## src/rtl/sport_pkg.sv

```systemverilog
package sport_pkg;
  localparam int BYTE_W = 8;
  localparam int SEL_W  = 3;
  localparam int NREG   = 1 << SEL_W;

  // register selects
  localparam int A_MODE  = 0;
  localparam int A_RATE  = 1;
  localparam int A_CTRL  = 2;
  localparam int A_TDATA = 3;
  localparam int A_STAT  = 4;
  localparam int A_RDATA = 5;
  localparam int A_EXT1  = 6;
  localparam int A_EXT2  = 7;

  // control bits
  localparam int C_TEIE = 2;
  localparam int C_RE   = 4;
  localparam int C_TE   = 5;
  localparam int C_RIE  = 6;
  localparam int C_TIE  = 7;

  // status bits
  localparam int S_MPBT = 0;
  localparam int S_MPB  = 1;
  localparam int S_TEND = 2;
  localparam int S_PER  = 3;
  localparam int S_FER  = 4;
  localparam int S_ORER = 5;
  localparam int S_RDRF = 6;
  localparam int S_TDRE = 7;

  localparam logic [BYTE_W-1:0] RST_RATE  = 8'hFF;
  localparam logic [BYTE_W-1:0] RST_TDATA = 8'hFF;

  // error flags inside the receive path: [0] parity, [1] framing, [2] overrun
  typedef struct packed {
    logic ovr;
    logic frm;
    logic par;
  } err_flags_t;
endpackage

```

## src/rtl/sport_cfg_regs.sv

```systemverilog
module sport_cfg_regs
  import sport_pkg::*;
(
  input  logic              clk,
  input  logic              rst,
  input  logic [NREG-1:0]   wr_hit,
  input  logic [BYTE_W-1:0] wdata,
  output logic [BYTE_W-1:0] mode_q,
  output logic [BYTE_W-1:0] rate_q,
  output logic [BYTE_W-1:0] ctrl_q,
  output logic [BYTE_W-1:0] ext1_q,
  output logic [BYTE_W-1:0] ext2_q
);
  logic locked;
  assign locked = ctrl_q[C_TE] | ctrl_q[C_RE];

  always_ff @(posedge clk) begin
    if (rst) begin
      mode_q <= '0;
      rate_q <= RST_RATE;
      ctrl_q <= '0;
      ext1_q <= '0;
      ext2_q <= '0;
    end else begin
      if (wr_hit[A_MODE] && !locked) mode_q <= wdata;
      if (wr_hit[A_RATE] && !locked) rate_q <= wdata;
      if (wr_hit[A_CTRL]) ctrl_q <= wdata;
      if (wr_hit[A_EXT1]) ext1_q <= wdata;
      if (wr_hit[A_EXT2]) ext2_q <= wdata;
    end
  end
endmodule

```

## src/rtl/sport_tx.sv

```systemverilog
module sport_tx
  import sport_pkg::*;
(
  input  logic              clk,
  input  logic              rst,
  input  logic              tdata_wr,
  input  logic              ctrl_wr,
  input  logic [BYTE_W-1:0] wdata,
  input  logic              frame_done,
  input  logic              tie,
  input  logic              teie,
  output logic              tdre_q,
  output logic              tend_q,
  output logic [BYTE_W-1:0] tdata_q,
  output logic              start_q,
  output logic [BYTE_W-1:0] byte_q,
  output logic              irq_txe_q,
  output logic              irq_tend_q
);
  logic              tdre_n, tend_n, start_n, txe_n, tendi_n;
  logic [BYTE_W-1:0] tdata_n, byte_n;

  // Order: frame end first, then the bus access of the same cycle.
  always_comb begin
    tdre_n  = tdre_q;
    tend_n  = tend_q;
    tdata_n = tdata_q;
    start_n = 1'b0;
    byte_n  = byte_q;
    txe_n   = 1'b0;
    tendi_n = irq_tend_q;

    if (frame_done && !tend_q) begin
      if (!tdre_q) begin
        start_n = 1'b1;
        byte_n  = tdata_q;
        tdre_n  = 1'b1;
        txe_n   = tie;
      end else begin
        tend_n = 1'b1;
        if (teie) tendi_n = 1'b1;
      end
    end

    if (ctrl_wr) begin
      if (wdata[C_TE]) begin
        tdre_n = 1'b1;
        tend_n = 1'b1;
        txe_n  = txe_n | wdata[C_TIE];
      end
      if (!wdata[C_TEIE]) tendi_n = 1'b0;
    end

    if (tdata_wr) begin
      tdata_n = wdata;
      if (tend_n) begin
        start_n = 1'b1;
        byte_n  = wdata;
        tend_n  = 1'b0;
        tdre_n  = 1'b1;
        tendi_n = 1'b0;
        txe_n   = txe_n | tie;
      end else begin
        tdre_n = 1'b0;
      end
    end
  end

  always_ff @(posedge clk) begin
    if (rst) begin
      tdre_q     <= 1'b1;
      tend_q     <= 1'b1;
      tdata_q    <= RST_TDATA;
      start_q    <= 1'b0;
      byte_q     <= '0;
      irq_txe_q  <= 1'b0;
      irq_tend_q <= 1'b0;
    end else begin
      tdre_q     <= tdre_n;
      tend_q     <= tend_n;
      tdata_q    <= tdata_n;
      start_q    <= start_n;
      byte_q     <= byte_n;
      irq_txe_q  <= txe_n;
      irq_tend_q <= tendi_n;
    end
  end
endmodule

```

## src/rtl/sport_rx.sv

```systemverilog
module sport_rx
  import sport_pkg::*;
(
  input  logic              clk,
  input  logic              rst,
  input  logic              rx_valid,
  input  logic [BYTE_W-1:0] rx_byte,
  input  logic              rx_break,
  input  logic              re,
  input  logic              rie,
  input  logic              ctrl_wr,
  input  logic              rdata_rd,
  input  logic              stat_rd,
  input  logic              stat_wr,
  input  logic [BYTE_W-1:0] wdata,
  output logic              rdrf_q,
  output err_flags_t        err_q,
  output logic              mpbt_q,
  output logic [BYTE_W-1:0] rdata_q,
  output logic              irq_rx_q,
  output logic              irq_err_q
);
  err_flags_t        err_n, shadow_q, shadow_n, wr_err;
  logic              rdrf_n, mpbt_n, rxp_n, erri_n;
  logic [BYTE_W-1:0] rdata_n;

  assign wr_err = err_flags_t'(wdata[S_ORER:S_PER]);

  // Order: bus clears first, then line events, so a new event is never lost.
  always_comb begin
    rdrf_n   = rdrf_q;
    err_n    = err_q;
    mpbt_n   = mpbt_q;
    rdata_n  = rdata_q;
    shadow_n = shadow_q;
    rxp_n    = 1'b0;
    erri_n   = irq_err_q;

    if (stat_rd)  shadow_n = err_q;
    if (rdata_rd) rdrf_n = 1'b0;

    if (stat_wr) begin
      mpbt_n   = wdata[S_MPBT];
      err_n    = err_q & ~(shadow_q & ~wr_err);
      shadow_n = '0;
      if ((shadow_q != '0) && (err_n == '0)) erri_n = 1'b0;
    end

    if (ctrl_wr && !wdata[C_RIE]) erri_n = 1'b0;

    if (rx_valid && re) begin
      if (rdrf_n) begin
        err_n.ovr = 1'b1;
        if (rie) erri_n = 1'b1;
      end else begin
        rdata_n = rx_byte;
        rdrf_n  = 1'b1;
        rxp_n   = rie;
      end
    end

    if (rx_break) begin
      err_n.frm = 1'b1;
      if (rie) erri_n = 1'b1;
    end
  end

  always_ff @(posedge clk) begin
    if (rst) begin
      rdrf_q    <= 1'b0;
      err_q     <= '0;
      mpbt_q    <= 1'b0;
      rdata_q   <= '0;
      shadow_q  <= '0;
      irq_rx_q  <= 1'b0;
      irq_err_q <= 1'b0;
    end else begin
      rdrf_q    <= rdrf_n;
      err_q     <= err_n;
      mpbt_q    <= mpbt_n;
      rdata_q   <= rdata_n;
      shadow_q  <= shadow_n;
      irq_rx_q  <= rxp_n;
      irq_err_q <= erri_n;
    end
  end
endmodule

```

## src/rtl/sport_ctrl.sv

```systemverilog
module sport_ctrl
  import sport_pkg::*;
#(
  parameter int ADDR_W = 8
) (
  input  logic              clk,
  input  logic              rst,
  input  logic              bus_wr,
  input  logic              bus_rd,
  input  logic [ADDR_W-1:0] bus_addr,
  input  logic [BYTE_W-1:0] bus_wdata,
  output logic [BYTE_W-1:0] bus_rdata,
  input  logic              frame_done,
  input  logic              rx_valid,
  input  logic [BYTE_W-1:0] rx_byte,
  input  logic              rx_break,
  output logic              tx_start,
  output logic [BYTE_W-1:0] tx_byte,
  output logic              irq_err,
  output logic              irq_rx,
  output logic              irq_tx_empty,
  output logic              irq_tx_end,
  output logic [BYTE_W-1:0] cfg_mode,
  output logic [BYTE_W-1:0] cfg_rate,
  output logic [BYTE_W-1:0] cfg_ctrl
);
  logic [SEL_W-1:0]  sel;
  logic [NREG-1:0]   wr_hit, rd_hit;
  logic [BYTE_W-1:0] ext1, ext2, tdata, rx_data, stat_byte;
  logic              st_tdre, st_tend, st_rdrf, st_mpbt;
  err_flags_t        st_err;

  assign sel = bus_addr[SEL_W-1:0];

  for (genvar i = 0; i < NREG; i++) begin : g_dec
    assign wr_hit[i] = bus_wr && (sel == SEL_W'(i));
    assign rd_hit[i] = bus_rd && (sel == SEL_W'(i));
  end

  sport_cfg_regs u_cfg (
    .clk    (clk),
    .rst    (rst),
    .wr_hit (wr_hit),
    .wdata  (bus_wdata),
    .mode_q (cfg_mode),
    .rate_q (cfg_rate),
    .ctrl_q (cfg_ctrl),
    .ext1_q (ext1),
    .ext2_q (ext2)
  );

  sport_tx u_tx (
    .clk        (clk),
    .rst        (rst),
    .tdata_wr   (wr_hit[A_TDATA]),
    .ctrl_wr    (wr_hit[A_CTRL]),
    .wdata      (bus_wdata),
    .frame_done (frame_done),
    .tie        (cfg_ctrl[C_TIE]),
    .teie       (cfg_ctrl[C_TEIE]),
    .tdre_q     (st_tdre),
    .tend_q     (st_tend),
    .tdata_q    (tdata),
    .start_q    (tx_start),
    .byte_q     (tx_byte),
    .irq_txe_q  (irq_tx_empty),
    .irq_tend_q (irq_tx_end)
  );

  sport_rx u_rx (
    .clk       (clk),
    .rst       (rst),
    .rx_valid  (rx_valid),
    .rx_byte   (rx_byte),
    .rx_break  (rx_break),
    .re        (cfg_ctrl[C_RE]),
    .rie       (cfg_ctrl[C_RIE]),
    .ctrl_wr   (wr_hit[A_CTRL]),
    .rdata_rd  (rd_hit[A_RDATA]),
    .stat_rd   (rd_hit[A_STAT]),
    .stat_wr   (wr_hit[A_STAT]),
    .wdata     (bus_wdata),
    .rdrf_q    (st_rdrf),
    .err_q     (st_err),
    .mpbt_q    (st_mpbt),
    .rdata_q   (rx_data),
    .irq_rx_q  (irq_rx),
    .irq_err_q (irq_err)
  );

  always_comb begin
    stat_byte         = '0;
    stat_byte[S_TDRE] = st_tdre;
    stat_byte[S_RDRF] = st_rdrf;
    stat_byte[S_ORER] = st_err.ovr;
    stat_byte[S_FER]  = st_err.frm;
    stat_byte[S_PER]  = st_err.par;
    stat_byte[S_TEND] = st_tend;
    stat_byte[S_MPB]  = 1'b0;
    stat_byte[S_MPBT] = st_mpbt;
  end

  always_ff @(posedge clk) begin
    if (rst) begin
      bus_rdata <= '0;
    end else if (bus_rd) begin
      case (sel)
        3'd0:    bus_rdata <= cfg_mode;
        3'd1:    bus_rdata <= cfg_rate;
        3'd2:    bus_rdata <= cfg_ctrl;
        3'd3:    bus_rdata <= tdata;
        3'd4:    bus_rdata <= stat_byte;
        3'd5:    bus_rdata <= rx_data;
        3'd6:    bus_rdata <= ext1;
        default: bus_rdata <= ext2;
      endcase
    end
  end
endmodule

```

## config.mk

```make
export PLATFORM = sky130hd
export DESIGN_NAME = sport_ctrl
export DESIGN_NICKNAME = d
export VERILOG_FILES = /design/src/rtl/sport_pkg.sv /design/src/rtl/sport_cfg_regs.sv /design/src/rtl/sport_tx.sv /design/src/rtl/sport_rx.sv /design/src/rtl/sport_ctrl.sv
export SDC_FILE = /design/constraint.sdc
export NUM_CORES = 1
export LEC_CHECK = 0
export ABC_CLOCK_PERIOD_IN_PS = 2200
export BUFFER_PORTS_ARGS = -buffer_cell sky130_fd_sc_hd__buf_2
export CELL_PAD_IN_SITES_DETAIL_PLACEMENT = 0
export CELL_PAD_IN_SITES_GLOBAL_PLACEMENT = 1
export CORE_MARGIN = 10
export CORE_UTILIZATION = 30
export CTS_CLUSTER_DIAMETER = 80
export CTS_CLUSTER_SIZE = 28
export DETAILED_ROUTE_END_ITERATION = 6
export PLACE_DENSITY_LB_ADDON = 0.1
export SLEW_MARGIN = 20
export SYNTH_ARGS = -nofsm -noshare
export SYNTH_HDL_FRONTEND = slang
export SYNTH_SLANG_ARGS = --single-unit
export TNS_END_PERCENT = 5
```

## constraint.sdc

```tcl
create_clock -name clk -period 2.2 [get_ports clk]
set_input_delay 0.44 -clock clk [delete_from_list [all_inputs] [get_ports clk]]
set_output_delay 0.44 -clock clk [all_outputs]
set_load 0.005 [all_outputs]
```

==> out/qor.yml <==
final_layout:
  instances_no_fill: 687
  multiInputGateArea_mm2: 0.001994
  fin_nets: 539
  final_util_pct: 36.37
  diodes: 0
  area_delta_synth_final_pct: 19.66
  regArea_mm2: 0.001742
  fillers: 1336
  drive_gt1_share_pct: 25.64
  final_area_mm2: 0.004797
die:
  die_area_mm2: 0.01839
  ios: 76
  die_h_um: 135.6
  start_util_pct: 30.39
  die_width_um: 135.6
  core_mm2: 0.01319
  rows: 42
placed_design:
  place.detailed.hpwl_um: 9722
  dp_slack_ns: 0.2401
  gp_congestion: 0.7792
  place_area_mm2: 0.004513
  numPlacedInstances: 673
  port_buffers: 70
clock_network:
  cts_tree: "built"
  htree_levels: 3
  post-cts-setup-buffers: 0
  clock_latency_ns: 0.35
  cts_root_buf: "clkbuf_16"
  clockBufferDepth: 2
  cts_made_buffers: 9
  cts_sinks: 87
  postCtsHoldBufs: 0
  ctsResizeCount: 0
  clk_pin_slew_ns: 0.06
timing:
  skew_ns: 0.007016
  drv_slew: 0
  setup_viol: 0
  fin_crit_sh_pct: 74.20
  fin_crit_ns: 1.632
  tns_ns: 0
  relSlewSlack_pct: 63.28
  hold_ws_ns: 0.3326
  max_slew.worst_pin.slew_ns: 0.5508
  fmax_ghz: 0.6126
  rsz0062_at_grt: "no"
  finalHoldViolCount: 0
  fin_ws_ns: 0.5676
global_routing:
  grt_pass1_vias: 3442
  grt_pass1_wl_um: 20480
  antenna_found_initial: 0
  track_usage_pct: 14.64
  gr-total-overflow: 0
  grt_start_max_net_pins: 49
synth:
  synth_most_common_cell: "dfxtp_1"
  synth_cell_type_count: 52
  synthTopCellsByCount: "dfxtp_1 (87), nand2_1 (73), nor2_1 (44)"
  async_flop_share_pct: 0
  synth_cells: 445
  ys_seq_elements: 87
  synth-edff-count: 0
  ys.warnings.count: 0
  synth_area_leaders: "dfxtp_1 (43%), mux2i_1 (9.0%), nand2_1 (6.8%)"
  synth-main-ff-cell: "dfxtp_1"
  syn_nets: 476
  synth_top_area_cell: "dfxtp_1"
  synth_seq_area_share_pct: 43.45
  synth.cell_area_mm2: 0.004009
  synth_top_cell_area_share_pct: 43.45
  avgSynthCellArea_um2: 9.009
setup_path:
  reg2reg_depth: 3
  critPathRequiredTime_ns: 2.44
  reg2reg_to: "u_cfg.rate_q[2]$_SDFFE_PP1P_"
  r2r-start: "u_cfg.ctrl_q[4]$_SDFFE_PP0N_"
  crit_end: "u_cfg.rate_q[2]$_SDFFE_PP1P_"
  cp_max_fo: 16
  slowest_stage: "dfxtp_1"
  reg2reg_slack_ns: 0.57
  cpPeakStageDelay_ns: 0.40
  path_delay_family: "simple AND/OR/NAND/NOR gates"
  end_kind: "flop"
  crit_start: "u_cfg.ctrl_q[4]$_SDFFE_PP0N_"
  cp_cell_sequence: "nor4_2, nand3_2, a211o_1"
  cp.depth: 3
  crit_buf_inv: 0
  critPathArrivalTime_ns: 1.87
  start_kind: "flop"
  crit_type: "flop to flop"
route:
  drc: 0
  dr.pass1.iters: 4
  vias: 3372
  drt-total-wl_um: 13260
  via_per_inst: 4.908
  ant_nets: 0
  drtIter0Drc: 178
  wl_per_cell_um: 19.30
min_path:
  hold_path_class: "input port to flop"
  hp-start: "rx_byte[3]"
  whs_path_depth: 3
outcome:
  status: "finished clean"
power:
  p_total_mw: 3.501
  p_leak_nw: 1.965
  p_per_area_mw_per_mm2: 729.9
  ir_drop_mv: 0.3315
run:
  max-cap-violations: 0
## flip-flops by register name, summed over array words and instances (netlist names)
signal / cells
u_tx.irq_tend_q: 1
u_tx.irq_txe_q: 1
u_rx.irq_err_q: 1
u_cfg.ext2_q: 8
u_rx.mpbt_q: 1
u_rx.rdata_q: 8
u_rx.rdrf_q: 1
u_tx.tdata_q: 8
u_cfg.mode_q: 8
u_rx.irq_rx_q: 1
u_tx.byte_q: 8
u_cfg.ctrl_q: 8
u_cfg.ext1_q: 8
u_tx.start_q: 1
u_cfg.rate_q: 8
u_tx.tend_q: 1
u_rx.err_q: 3
u_rx.shadow_q: 3
bus_rdata: 8
u_tx.tdre_q: 1
## final cells by class
cell class	instances	area share [%]
repair buffers	91	10.59
multi-input cells	306	41.58
clock buffers	14	5.921
inverters	13	1.017
flip-flops and latches	87	36.31
well taps	176	4.591
## layer usage
metal | track usage, % | routed length [µm]
met3 | 3.487 | 675
met5 | 0 | 0
met1 | 18.78 | 6181
met2 | 22.87 | 6152
met4 | 6.280 | 252
## cell families after synthesis
group                  after synthesis  synth area share, %
muxes                               43                11.24
DFF                                 87                43.45
and+or+nand+nor                    167                20.63
AOI/OAI and AO/OA                   96                17.76
buffers and inverters               52                6.929
## worst reg2reg max path, delay by kind of cell, from the launching register on
| kind | cells | cell delay [ns] |
|---|---|---|
| AND/OR/NAND/NOR | 2 | 0.73 |
| flip-flops | 1 | 0.40 |
| AO/OA/AOI/OAI | 1 | 0.39 |
## how the worst min path moves through the flow
stage                     slack [ns]                           end
after floorplan                 0.43  u_cfg.ext2_q[1]$_SDFFE_PP0P_
after global placement          0.44  u_cfg.ext1_q[2]$_SDFFE_PP0P_
after detailed placement        0.45  u_cfg.ext1_q[2]$_SDFFE_PP0P_
after CTS                       0.32  u_rx.rdata_q[5]$_SDFFE_PP0P_
after global routing            0.34  u_rx.rdata_q[3]$_SDFFE_PP0P_
final                           0.33  u_rx.rdata_q[3]$_SDFFE_PP0P_
## placed cells by master (no fill, tap or decap), types with 2 or more instances in the layout
cell,count
a21o_1,2
nand2b_1,15
o221ai_1,7
o211a_1,3
buf_2,70
o21ai_0,7
nand2_1,73
dfxtp_1,87
buf_4,21
a21oi_1,35
inv_2,2
nor2_1,44
o32ai_2,4
clkbuf_16,9
nand3_2,2
mux2_2,6
nand3_1,3
or2_2,2
nand4_1,5
o221a_1,3
clkbuf_8,4
o32ai_1,3
nand3b_1,9
a211o_1,8
a211oi_1,9
a32oi_1,3
inv_1,11
mux2i_1,36
a22oi_1,4
## power breakdown
part,leakage (nW),switching (mW),internal (mW)
combinational,1.12,0.218,0.144
sequential,0.706,0.0301,1.62
clock,0.141,0.614,0.877
Power figures use the tool's default switching activity.
